**src/rtl/adc_acq_pkg.sv**
```systemverilog
package adc_acq_pkg;
  typedef enum logic [1:0] {
    ST_IDLE  = 2'd0,
    ST_PULSE = 2'd1,
    ST_CONV  = 2'd2,
    ST_READ  = 2'd3
  } acq_state_t;

  localparam int unsigned FRAME_BITS = 16;
  localparam int unsigned CODE_BITS  = 14;
endpackage

```
**src/rtl/acq_seq.sv**
```systemverilog
module acq_seq #(
  parameter int unsigned P_W        = 16,
  parameter int unsigned T_W        = 16,
  parameter int unsigned SYNC_N     = 2,
  parameter int unsigned START_LOW  = 10,
  parameter int unsigned SLEEP_LOW  = 250,
  parameter int unsigned NORM_WAIT  = 1250,
  parameter int unsigned SLEEP_WAIT = 2500,
  parameter int unsigned QUIET      = 63
) (
  input  logic           clk,
  input  logic           rst_n,
  input  logic           enable,
  input  logic           sleep_mode,
  input  logic           busy_en,
  input  logic [P_W-1:0] period,
  input  logic [T_W-1:0] busy_lim,
  input  logic           busy,
  input  logic           rd_done,
  output logic           convst_n,
  output logic           rd_go,
  output logic           tmo_err
);
  import adc_acq_pkg::*;

  localparam int unsigned Q_W = $clog2(QUIET + 1) + 1;
  localparam logic [T_W-1:0] PW_NORM  = T_W'(START_LOW - 1);
  localparam logic [T_W-1:0] PW_SLEEP = T_W'(SLEEP_LOW - 1);
  localparam logic [T_W-1:0] WT_NORM  = T_W'(NORM_WAIT - 1);
  localparam logic [T_W-1:0] WT_SLEEP = T_W'(SLEEP_WAIT - 1);
  localparam logic [Q_W-1:0] Q_MIN    = Q_W'(QUIET);

  acq_state_t st_q, st_d;
  logic              cv_q, cv_d;
  logic [T_W-1:0]    wcnt_q, wcnt_d, tcnt_q, tcnt_d;
  logic [P_W-1:0]    per_q, per_d;
  logic [Q_W-1:0]    q_q, q_d;
  logic              seen_q, seen_d, tmo_q, tmo_d, go_q, go_d;
  logic [SYNC_N-1:0] bsync_q;
  logic              busy_s, start_ok, wait_done;
  logic [T_W-1:0]    pw_last;

  assign busy_s    = bsync_q[SYNC_N-1];
  assign pw_last   = sleep_mode ? PW_SLEEP : PW_NORM;
  assign start_ok  = enable && (q_q >= Q_MIN) &&
                     (({1'b0, per_q} + 1'b1) >= {1'b0, period});
  assign wait_done = sleep_mode ? (wcnt_q >= WT_SLEEP) : (tcnt_q >= WT_NORM);

  always_comb begin
    st_d   = st_q;
    cv_d   = cv_q;
    wcnt_d = (wcnt_q == '1) ? wcnt_q : wcnt_q + 1'b1;
    tcnt_d = (tcnt_q == '1) ? tcnt_q : tcnt_q + 1'b1;
    per_d  = (per_q == '1) ? per_q : per_q + 1'b1;
    q_d    = (q_q == '1) ? q_q : q_q + 1'b1;
    seen_d = seen_q;
    tmo_d  = tmo_q;
    go_d   = 1'b0;
    unique case (st_q)
      ST_IDLE: begin
        if (start_ok) begin
          st_d   = ST_PULSE;
          cv_d   = 1'b0;
          wcnt_d = '0;
          tcnt_d = '0;
          per_d  = '0;
          seen_d = 1'b0;
          tmo_d  = 1'b0;
        end
      end
      ST_PULSE: begin
        if (wcnt_q == pw_last) begin
          cv_d   = 1'b1;
          wcnt_d = '0;
          st_d   = ST_CONV;
        end
      end
      ST_CONV: begin
        if (busy_en) begin
          if (busy_s) seen_d = 1'b1;
          if (seen_q && !busy_s) begin
            st_d = ST_READ;
            go_d = 1'b1;
          end else if (tcnt_q >= busy_lim) begin
            tmo_d = 1'b1;
            st_d  = ST_IDLE;
          end
        end else if (wait_done) begin
          st_d = ST_READ;
          go_d = 1'b1;
        end
      end
      ST_READ: begin
        if (rd_done) begin
          q_d  = '0;
          st_d = ST_IDLE;
        end
      end
      default: st_d = ST_IDLE;
    endcase
  end

  always_ff @(posedge clk or negedge rst_n) begin
    if (!rst_n) begin
      st_q    <= ST_IDLE;
      cv_q    <= 1'b1;
      wcnt_q  <= '0;
      tcnt_q  <= '0;
      per_q   <= '1;
      q_q     <= '1;
      seen_q  <= 1'b0;
      tmo_q   <= 1'b0;
      go_q    <= 1'b0;
      bsync_q <= '0;
    end else begin
      st_q    <= st_d;
      cv_q    <= cv_d;
      wcnt_q  <= wcnt_d;
      tcnt_q  <= tcnt_d;
      per_q   <= per_d;
      q_q     <= q_d;
      seen_q  <= seen_d;
      tmo_q   <= tmo_d;
      go_q    <= go_d;
      bsync_q <= {bsync_q[SYNC_N-2:0], busy};
    end
  end

  assign convst_n = cv_q;
  assign rd_go    = go_q;
  assign tmo_err  = tmo_q;
endmodule

```
**src/rtl/acq_sclk_shift.sv**
```systemverilog
module acq_sclk_shift #(
  parameter int unsigned D_W      = 8,
  parameter int unsigned FRAME_W  = 16,
  parameter int unsigned DATA_W   = 14,
  parameter int unsigned MIN_HALF = 8
) (
  input  logic              clk,
  input  logic              rst_n,
  input  logic              go,
  input  logic [D_W-1:0]    half_div,
  input  logic              sdata,
  output logic              sclk,
  output logic              done,
  output logic [DATA_W-1:0] code
);
  localparam int unsigned BC_W = $clog2(FRAME_W);
  localparam logic [D_W-1:0]  HALF_MIN = D_W'(MIN_HALF);
  localparam logic [BC_W-1:0] BC_LAST  = BC_W'(FRAME_W - 1);

  logic              act_q, act_d, sclk_q, sclk_d, done_q, done_d;
  logic [D_W-1:0]    hc_q, hc_d, half;
  logic [BC_W-1:0]   bc_q, bc_d;
  logic [DATA_W-1:0] sh_q, sh_d;

  assign half = (half_div < HALF_MIN) ? HALF_MIN : half_div;

  always_comb begin
    act_d  = act_q;
    sclk_d = sclk_q;
    hc_d   = hc_q;
    bc_d   = bc_q;
    sh_d   = sh_q;
    done_d = 1'b0;
    if (go) begin
      act_d  = 1'b1;
      sclk_d = 1'b0;
      hc_d   = '0;
      bc_d   = '0;
    end else if (act_q) begin
      if (hc_q == half - 1'b1) begin
        hc_d = '0;
        if (!sclk_q) begin
          sclk_d = 1'b1;
        end else begin
          sclk_d = 1'b0;
          sh_d   = {sh_q[DATA_W-2:0], sdata};
          if (bc_q == BC_LAST) begin
            act_d  = 1'b0;
            done_d = 1'b1;
          end else begin
            bc_d = bc_q + 1'b1;
          end
        end
      end else begin
        hc_d = hc_q + 1'b1;
      end
    end
  end

  always_ff @(posedge clk or negedge rst_n) begin
    if (!rst_n) begin
      act_q  <= 1'b0;
      sclk_q <= 1'b0;
      done_q <= 1'b0;
      hc_q   <= '0;
      bc_q   <= '0;
      sh_q   <= '0;
    end else begin
      act_q  <= act_d;
      sclk_q <= sclk_d;
      done_q <= done_d;
      hc_q   <= hc_d;
      bc_q   <= bc_d;
      sh_q   <= sh_d;
    end
  end

  assign sclk = sclk_q;
  assign done = done_q;
  assign code = sh_q;
endmodule

```
**src/rtl/acq_out_hold.sv**
```systemverilog
module acq_out_hold #(
  parameter int unsigned FRAME_W = 16,
  parameter int unsigned DATA_W  = 14
) (
  input  logic               clk,
  input  logic               rst_n,
  input  logic               new_vld,
  input  logic [DATA_W-1:0]  new_code,
  input  logic               fmt_twos,
  input  logic               ready,
  output logic [FRAME_W-1:0] data,
  output logic               valid,
  output logic               fmt,
  output logic               overrun
);
  logic [FRAME_W-1:0] ext;
  logic [FRAME_W-1:0] data_q, data_d;
  logic               vld_q, vld_d, fmt_q, fmt_d, ovr_q, ovr_d;

  generate
    if (FRAME_W > DATA_W) begin : g_ext
      assign ext = fmt_twos ? {{(FRAME_W-DATA_W){new_code[DATA_W-1]}}, new_code}
                            : {{(FRAME_W-DATA_W){1'b0}}, new_code};
    end else begin : g_flat
      assign ext = new_code;
    end
  endgenerate

  always_comb begin
    data_d = data_q;
    vld_d  = vld_q;
    fmt_d  = fmt_q;
    ovr_d  = ovr_q;
    if (vld_q && ready) begin
      vld_d = 1'b0;
      ovr_d = 1'b0;
    end
    if (new_vld) begin
      data_d = ext;
      fmt_d  = fmt_twos;
      vld_d  = 1'b1;
      if (vld_q && !ready) ovr_d = 1'b1;
    end
  end

  always_ff @(posedge clk or negedge rst_n) begin
    if (!rst_n) begin
      data_q <= '0;
      vld_q  <= 1'b0;
      fmt_q  <= 1'b0;
      ovr_q  <= 1'b0;
    end else begin
      data_q <= data_d;
      vld_q  <= vld_d;
      fmt_q  <= fmt_d;
      ovr_q  <= ovr_d;
    end
  end

  assign data    = data_q;
  assign valid   = vld_q;
  assign fmt     = fmt_q;
  assign overrun = ovr_q;
endmodule

```
**src/rtl/adc_acq_ctrl.sv**
```systemverilog
module adc_acq_ctrl #(
  parameter int unsigned FRAME_W    = adc_acq_pkg::FRAME_BITS,
  parameter int unsigned DATA_W     = adc_acq_pkg::CODE_BITS,
  parameter int unsigned P_W        = 16,
  parameter int unsigned T_W        = 16,
  parameter int unsigned D_W        = 8,
  parameter int unsigned SYNC_N     = 2,
  parameter int unsigned START_LOW  = 10,
  parameter int unsigned SLEEP_LOW  = 250,
  parameter int unsigned NORM_WAIT  = 1250,
  parameter int unsigned SLEEP_WAIT = 2500,
  parameter int unsigned QUIET      = 63,
  parameter int unsigned MIN_HALF   = 8
) (
  input  logic               clk,
  input  logic               rst_n,
  input  logic               enable,
  input  logic               sleep_mode,
  input  logic               busy_en,
  input  logic               fmt_twos,
  input  logic [P_W-1:0]     period,
  input  logic [D_W-1:0]     sclk_div,
  input  logic [T_W-1:0]     busy_lim,
  input  logic               busy,
  input  logic               sdata,
  input  logic               res_ready,
  output logic               convst_n,
  output logic               sclk,
  output logic [FRAME_W-1:0] res_data,
  output logic               res_valid,
  output logic               res_fmt,
  output logic               timeout_err,
  output logic               overrun
);
  logic [1:0]        rs_q;
  logic              rst_i_n;
  logic              rd_go, rd_done;
  logic [DATA_W-1:0] code;

  always_ff @(posedge clk or negedge rst_n) begin
    if (!rst_n) rs_q <= 2'b00;
    else        rs_q <= {rs_q[0], 1'b1};
  end
  assign rst_i_n = rs_q[1];

  acq_seq #(
    .P_W(P_W), .T_W(T_W), .SYNC_N(SYNC_N), .START_LOW(START_LOW),
    .SLEEP_LOW(SLEEP_LOW), .NORM_WAIT(NORM_WAIT), .SLEEP_WAIT(SLEEP_WAIT),
    .QUIET(QUIET)
  ) u_seq (
    .clk(clk), .rst_n(rst_i_n), .enable(enable), .sleep_mode(sleep_mode),
    .busy_en(busy_en), .period(period), .busy_lim(busy_lim), .busy(busy),
    .rd_done(rd_done), .convst_n(convst_n), .rd_go(rd_go), .tmo_err(timeout_err)
  );

  acq_sclk_shift #(
    .D_W(D_W), .FRAME_W(FRAME_W), .DATA_W(DATA_W), .MIN_HALF(MIN_HALF)
  ) u_shift (
    .clk(clk), .rst_n(rst_i_n), .go(rd_go), .half_div(sclk_div),
    .sdata(sdata), .sclk(sclk), .done(rd_done), .code(code)
  );

  acq_out_hold #(
    .FRAME_W(FRAME_W), .DATA_W(DATA_W)
  ) u_out (
    .clk(clk), .rst_n(rst_i_n), .new_vld(rd_done), .new_code(code),
    .fmt_twos(fmt_twos), .ready(res_ready), .data(res_data),
    .valid(res_valid), .fmt(res_fmt), .overrun(overrun)
  );
endmodule

```
**config.mk**
```make
export PLATFORM = sky130hd
export DESIGN_NAME = adc_acq_ctrl
export DESIGN_NICKNAME = d
export VERILOG_FILES = /design/src/rtl/adc_acq_pkg.sv /design/src/rtl/acq_seq.sv /design/src/rtl/acq_sclk_shift.sv /design/src/rtl/acq_out_hold.sv /design/src/rtl/adc_acq_ctrl.sv
export SDC_FILE = /design/constraint.sdc
export NUM_CORES = 1
export LEC_CHECK = 0
export BUFFER_PORTS_ARGS = -buffer_cell sky130_fd_sc_hd__buf_4
export CORE_ASPECT_RATIO = 1.75
export CORE_UTILIZATION = 54
export DETAILED_ROUTE_END_ITERATION = 8
export PLACE_DENSITY = 0.74
export SYNTH_ARGS = -nofsm -noshare
export SYNTH_HDL_FRONTEND = slang
export SYNTH_SLANG_ARGS = --single-unit
```
**constraint.sdc**
```tcl
create_clock -name clk -period 3.2 [get_ports clk]
set_input_delay 0.32 -clock clk [delete_from_list [all_inputs] [get_ports clk]]
set_output_delay 0.32 -clock clk [all_outputs]
set_load 0.02 [all_outputs]
```
## After elaboration in Yosys (flattened, before gate mapping)

Index checks and enable logic that the tools add are counted.
W data, S select, Z words.

| operators by class | value |
|---|---|
| mux-type cells | 66 |
| $lt $le $gt $ge | 6 |
| add/sub/neg operators | 8 |
| bitwise logic cells | 1 |
| eq/ne operators | 20 |
| reductions and logical operators | 21 |

Operators by type and width:

| operator | number |
|---|---|
| $mux W16 | 10 |
| $add A16 B1 Y16 const B | 3 |
| $eq A16 B16 Y1 const B | 3 |
| $mux W8 | 5 |
| $pmux W16 S2 | 1 |
| $mux W1 | 31 |
| $mux W7 | 3 |
| $mux W4 | 5 |
| $add A16 B1 Y17 const B | 1 |
| $ge A17 B16 Y1 | 1 |
| $eq A16 B16 Y1 | 1 |
| $ge A16 B11 Y1 const B | 1 |
| $ge A16 B12 Y1 const B | 1 |
| $ge A16 B16 Y1 | 1 |
| $mux W2 | 7 |
| $reduce_and A4 Y1 | 3 |
| $reduce_bool A2 Y1 | 6 |
| $ne A2 B1 Y1 const B | 5 |
| $reduce_and A5 Y1 | 2 |
| $add A8 B1 Y8 const B | 1 |
| $eq A8 B8 Y1 | 1 |
| $lt A8 B4 Y1 const B | 1 |
| $pmux W2 S4 | 1 |
| $sub A8 B1 Y8 const B | 1 |
| other kinds (17) | 27 |

| storage, ports and cells | value |
|---|---|
| logic and storage cells | 143 |
| bits of input ports | 49 |
| flip-flop bits (word level) | 113 |

## Logic depth before layout (Yosys ltp)

| depth | value |
|---|---|
| word-level depth | 7 |
| depth in mapped cells | 15 |
| mapped depth without buffers | 14 |

## Modules after synthesis

From an unflattened synthesis, not the netlist that was laid out.

| second synthesis, totals | value |
|---|---|
| cells, all modules | 683 |
| area total of the unflattened synthesis | 6816.5 µm² |

Modules (own cells, without submodules):

| module | times used | seq. area each (µm²) | area each (µm²) | cells an instance |
|---|---|---|---|---|
| acq_seq | 1 | 1606.5 | 4337.9 | 471 |
| acq_sclk_shift | 1 | 725.7 | 1707.9 | 166 |
| acq_out_hold | 1 | 450.4 | 716.9 | 43 |
| adc_acq_ctrl | 1 | 50.0 | 53.8 | 3 |

## Worst setup path after synthesis

Ideal clock, no wire load.

| path | value |
|---|---|
| kind | reg-to-reg |
| start | register u_seq.per_q[0] |
| end | register u_seq.wcnt_q[14] |
| period minus slack after synthesis | 3.258 ns |
| setup time | 0.142 ns |
| buffers on the path | 1 |
| arrival time | 3.116 ns |
| setup slack | -0.058 ns |
| stages on the path, launching flop included | 16 |
| cell sequence | dfstp_2 > ha_1 > nand2_1 > nor2_1 > and4_1 > and3_1 > xnor2_1 > inv_1 > ha_1 > nand3_1 > nor3_1 > a21oi_1 > a31o_2 > a311oi_2 > buf_2 > a211oi_1 |

| between the ends | value |
|---|---|
| longest elaborated chain between the ends | 5 |

RTL lines:

| what | RTL line | RTL |
|---|---|---|
| from (decl) | acq_seq.sv:36 | `logic [P_W-1:0] per_q, per_d;` |
| from (signal assigned) | acq_seq.sv:120 | `per_q <= per_d;` |
| $add A16 B1 Y17 | acq_seq.sv:46 | `(({1'b0, per_q} + 1'b1) >= {1'b0, period});` |
| $ge A17 B16 Y1 | acq_seq.sv:46 |  |
| $logic_and A1 B1 Y1 | acq_seq.sv:45 | `assign start_ok = enable && (q_q >= Q_MIN) &&` |
| $mux W16 | acq_seq.sv:61 | `if (start_ok) begin` |
| $pmux W16 S2 | acq_seq.sv:59 | `unique case (st_q)` |
| net u_seq.wcnt_d[14] | acq_seq.sv:35 | `logic [T_W-1:0] wcnt_q, wcnt_d, tcnt_q, tcnt_d;` |
| to (signal assigned) | acq_seq.sv:118 | `wcnt_q <= wcnt_d;` |
| to (decl) | acq_seq.sv:35 |  |

The timed path passes the listed nets, and every way through them passes these cells.
A chain may end at the register's enable or synchronous reset.

## Worst setup path after layout

| path | value |
|---|---|
| start | register u_seq.per_q[3] |
| end | register u_seq.st_q[0] |

| between the ends | value |
|---|---|
| longest elaborated chain between the ends | 5 |

RTL lines:

| what | RTL line | RTL |
|---|---|---|
| $add A16 B1 Y17 | acq_seq.sv:46 |  |
| $ge A17 B16 Y1 | acq_seq.sv:46 |  |
| $logic_and A1 B1 Y1 | acq_seq.sv:45 |  |
| $ne A2 B1 Y1 (no source line) | n/a |  |
| $reduce_and A5 Y1 (no source line) | n/a |  |
| to (signal assigned) | acq_seq.sv:116 | `st_q <= st_d;` |
| to (decl) | acq_seq.sv:33 | `acq_state_t st_q, st_d;` |

Every way passes these cells.

==> impl_results.md <==
- Status: complete, but fails checks
- Failing checks: negative setup slack
- Worst hold margin: 64.0 ps
- Post-layout net count: 889
- FP Rows: 53
- Core Box Area: 0.0119 mm^2
- First DRT Iteration DRCs: 285
- Slowest-stage cell, CP: dfstp_2
- Worst clock skew: 12.2 ps
- Ys flop type: dfrtp_1
- Max stage delay on crit path: 540 ps
- Post-Syn Instances: 680
- Final worst path period need: 3420 ps
- Hold Path Class: primary input to flop
- PD cells: 781 mW/mm^2
- # IOs: 71
- CP Launch Type: flop
- TritonCTS buffer count: 9
- Final WS setup: -220 ps
- Area share of the largest cell type after synthesis: 33.4%
- Vias in the first global route: 5,858
- GRT overflow: 0
- Cell leakage power: 3.95 nW
- Crit-path max FO: 3
- Total Routing Usage GR: 26.3%
- Die ar.: 0.0127 mm^2
- Port Buffer Count: 70
- Crit end category: flop
- Yosys top cell by area: dfrtp_1
- TritonCTS clock tree: done
- Synth async-reset ratio: 100%
- Maximum level of the CTS H-tree: 3
- Die Y: 148 um
- Avg Cell Area, Syn: 9.68 um^2
- Mapped Nets: 771
- Layout area overhead: 27.6%
- Fmax: 292 MHz
- Initial antenna violation count: 0
- First drt pass iteration count: 5
- CTS sink cnt: 112
- Drt total wl: 17.0 mm
- Ys Warns: 0
- Initial core utilization: 55.2%
- CP cell instances: nand4_1 -> nor2_2 -> and4_1 -> and3_4 -> xnor2_4 -> inv_2 -> ha_4 -> a21o_1 -> a21oi_2 -> o21ai_2 -> a221oi_4 -> a311oi_4 -> buf_6 -> buf_6 -> or3_1
- #FFs+latches synth: 112
- Fin crit share: 107%
- CP Class: flop to flop
- DRC viols: 0
- Largest cells by area after synthesis: dfrtp_1, dfstp_2, ha_1
- Slew @ Worst Pin: 828 ps
- Slew Viols, Final: 0
- Placer Congestion: 0.880
- Post-synth EDFFs: 0
- Synth cell types: 65
- Post-route insts no fill: 940
- Reg clk slew, reported paths: 80 ps
- Clock Tree Buf Depth: 2
- RSZ-0062 raised after global routing: true
- Final hold violation count: 0
- Most frequent CP cell: buf_6
- Crit path DAT: 3660 ps
- Die X: 85.5 um
- Area of the mapped netlist: 0.00659 mm^2
- First-pass GRT wire length: 26.5 mm
- DR vias: 5,696
- Root Driver: clkbuf_16
- Detailed placement HPWL: 11.5 mm
- Delay-heaviest family, CP: simple AND/OR/NAND/NOR gates
- Seq/Total Area, Yosys: 43.0%
- Peak supply drop: 0.486 mV
- Max cap viols: 0
- CP Buf/Inv Count: 3
- Placed Cells: 907
- Layout cells sized above 1: 32.4%
- # setup viols final: 52
- ANT cells: 0
- Drt wl/cell: 18.0 um
- Worst EP required: 3440 ps
- Post-DRT Antenna Nets: 0
- DR vias/cell: 6.06
- Clock Latency Late Sink: 360 ps
- Pin count of the biggest net entering global routing: 54
- Slew HR: 44.8%
[Yosys cell counts, types with 2 or more instances]
master,count
and3_1,13
nor3b_1,2
ha_1,42
buf_2,6
a211oi_1,3
clkbuf_1,10
or4_1,2
a21o_1,10
a311oi_1,2
nor4_1,10
and2_1,4
mux2_1,2
nor2b_1,12
nand3b_1,3
mux2_4,10
mux2i_1,8
o211ai_1,2
nand3_1,34
nor4b_1,4
nor3_1,26
nand4_1,15
buf_1,2
xnor2_1,25
or3_1,4
nand2b_1,5
a31oi_1,5
o22ai_1,3
o21ai_0,20
xor2_1,20
o2111ai_1,2
or2_2,2
inv_1,61
mux2_2,21
nand3_2,2
dfstp_2,24
nor2_1,64
o31ai_1,2
nor4_2,3
a21oi_1,42
nand2_1,37
dfrtp_1,88
and4_1,5
[metrics by stage]
| step | setup TNS (ps) | power, mW | util (%) | setup slack (ps) | instance area, um^2 |
|---|---|---|---|---|---|
| global placement | -6210 | 4.66 | 63.1 | -129 | 7530 |
| detailed placement | -14680 | 4.84 | 63.1 | -278 | 7530 |
| floorplan | -391 | 3.99 | - | -19.4 | 6600 |
| CTS | -216 | 6.22 | 68.5 | -52.7 | 8170 |
| finish | -8930 | 6.56 | 70.4 | -220 | 8400 |
| global route | -14980 | 6.98 | 70.4 | -343 | 8400 |
[sequential cells by signal, summed over array words and instances (netlist names), 2 cells and up, named ones only]
name           count
u_seq.per_q       16
u_seq.tcnt_q      16
u_seq.wcnt_q      16
u_out.data        15
u_shift.code      14
u_shift.hc_q       8
u_seq.q_q          7
u_shift.bc_q       4
rs_q               2
u_seq.bsync_q      2
u_seq.st_q         2
[cells in the final DEF (no fill, tap or decap), drive strengths merged, types with 20 or more instances in the layout]
cell | Yosys | routed
nand2 | 37 | 37
nor3 | 28 | 28
dfstp | 24 | 24
nand3 | 36 | 36
o21ai | 20 | 20
ha | 42 | 42
xnor2 | 25 | 25
xor2 | 20 | 20
dfrtp | 88 | 88
mux2 | 33 | 33
inv | 61 | 65
a21oi | 42 | 42
nor2 | 64 | 64
buf | 10 | 125
[area by class of cell]
class	count	area [um^2]
Inverter	61	229
Fill cell	867	3530
Multi-Input combinational cell	487	3770
Clock inverter	7	91.3
Sequential cell	112	2840
Clock buffer	9	225
Timing Repair Buffer	127	1080
Tap cell	137	171
[final timing paths]
| kind | startpoint | endpoint | slack [ps] | depth (start not counted) |
|---|---|---|---|---|
| setup / recovery | u_seq.per_q[3] | u_seq.st_q[0] | -220 | 15 |
| hold / removal | busy | u_seq.bsync_q[0] | 60 | 1 |
| setup reg to reg | u_seq.per_q[3] | u_seq.st_q[0] | -220 | 15 |
| hold reg to reg | rs_q[1] | u_out.data[8] | 320 | 0 |
| max in group asynchronous | rs_q[1] | u_seq.q_q[5] | 2160 | 1 |
| min in group asynchronous | rst_n | rs_q[1] | 270 | 2 |
[metal layers]
metal	vias to the layer above	global-route usage, %	routed length, um
met5	-	0	0
met1	2824	28.1	6250
met2	184	48.8	9340
met4	0	14.7	793
met3	61	3.61	573
li1	2627	-	-
[repair_timing]
action / 4_1_cts / 5_1_grt
setup buffers: 11 / 4
cloned: 2 / 1
gates resized for setup: 35 / 45
pin swaps: 22 / 22
endpoints found under the hold margin: 2 / 0
setup endpoints to repair: 52 / 54
hold buffers: 1 / 0
[power by group]
group | internal [mW] | total [mW] | leakage (nW) | switching [mW]
combinational | 1.34 | 2.77 | 2.43 | 1.43
sequential | 1.97 | 2.62 | 1.37 | 0.650
clock | 0.569 | 1.17 | 0.154 | 0.603
[logic make-up (layout without fill, tap and decap cells)]
| kind of cell | Yosys count | after routing | share of synthesized area (%) |
|---|---|---|---|
| AND/OR/NAND/NOR | 255 | 255 | 20.7 |
| adder cells (fa/ha/maj) | 42 | 42 | 7.98 |
| multiplexers | 41 | 41 | 7.43 |
| buffers and inverters | 81 | 204 | 5.04 |
| AO/OA/AOI/OAI | 103 | 103 | 9.79 |
| other | 1 | 1 | 0.0569 |
| flip-flops | 112 | 112 | 43.0 |
| XOR/XNOR | 45 | 45 | 5.99 |
(Power assumes the default switching activity.)
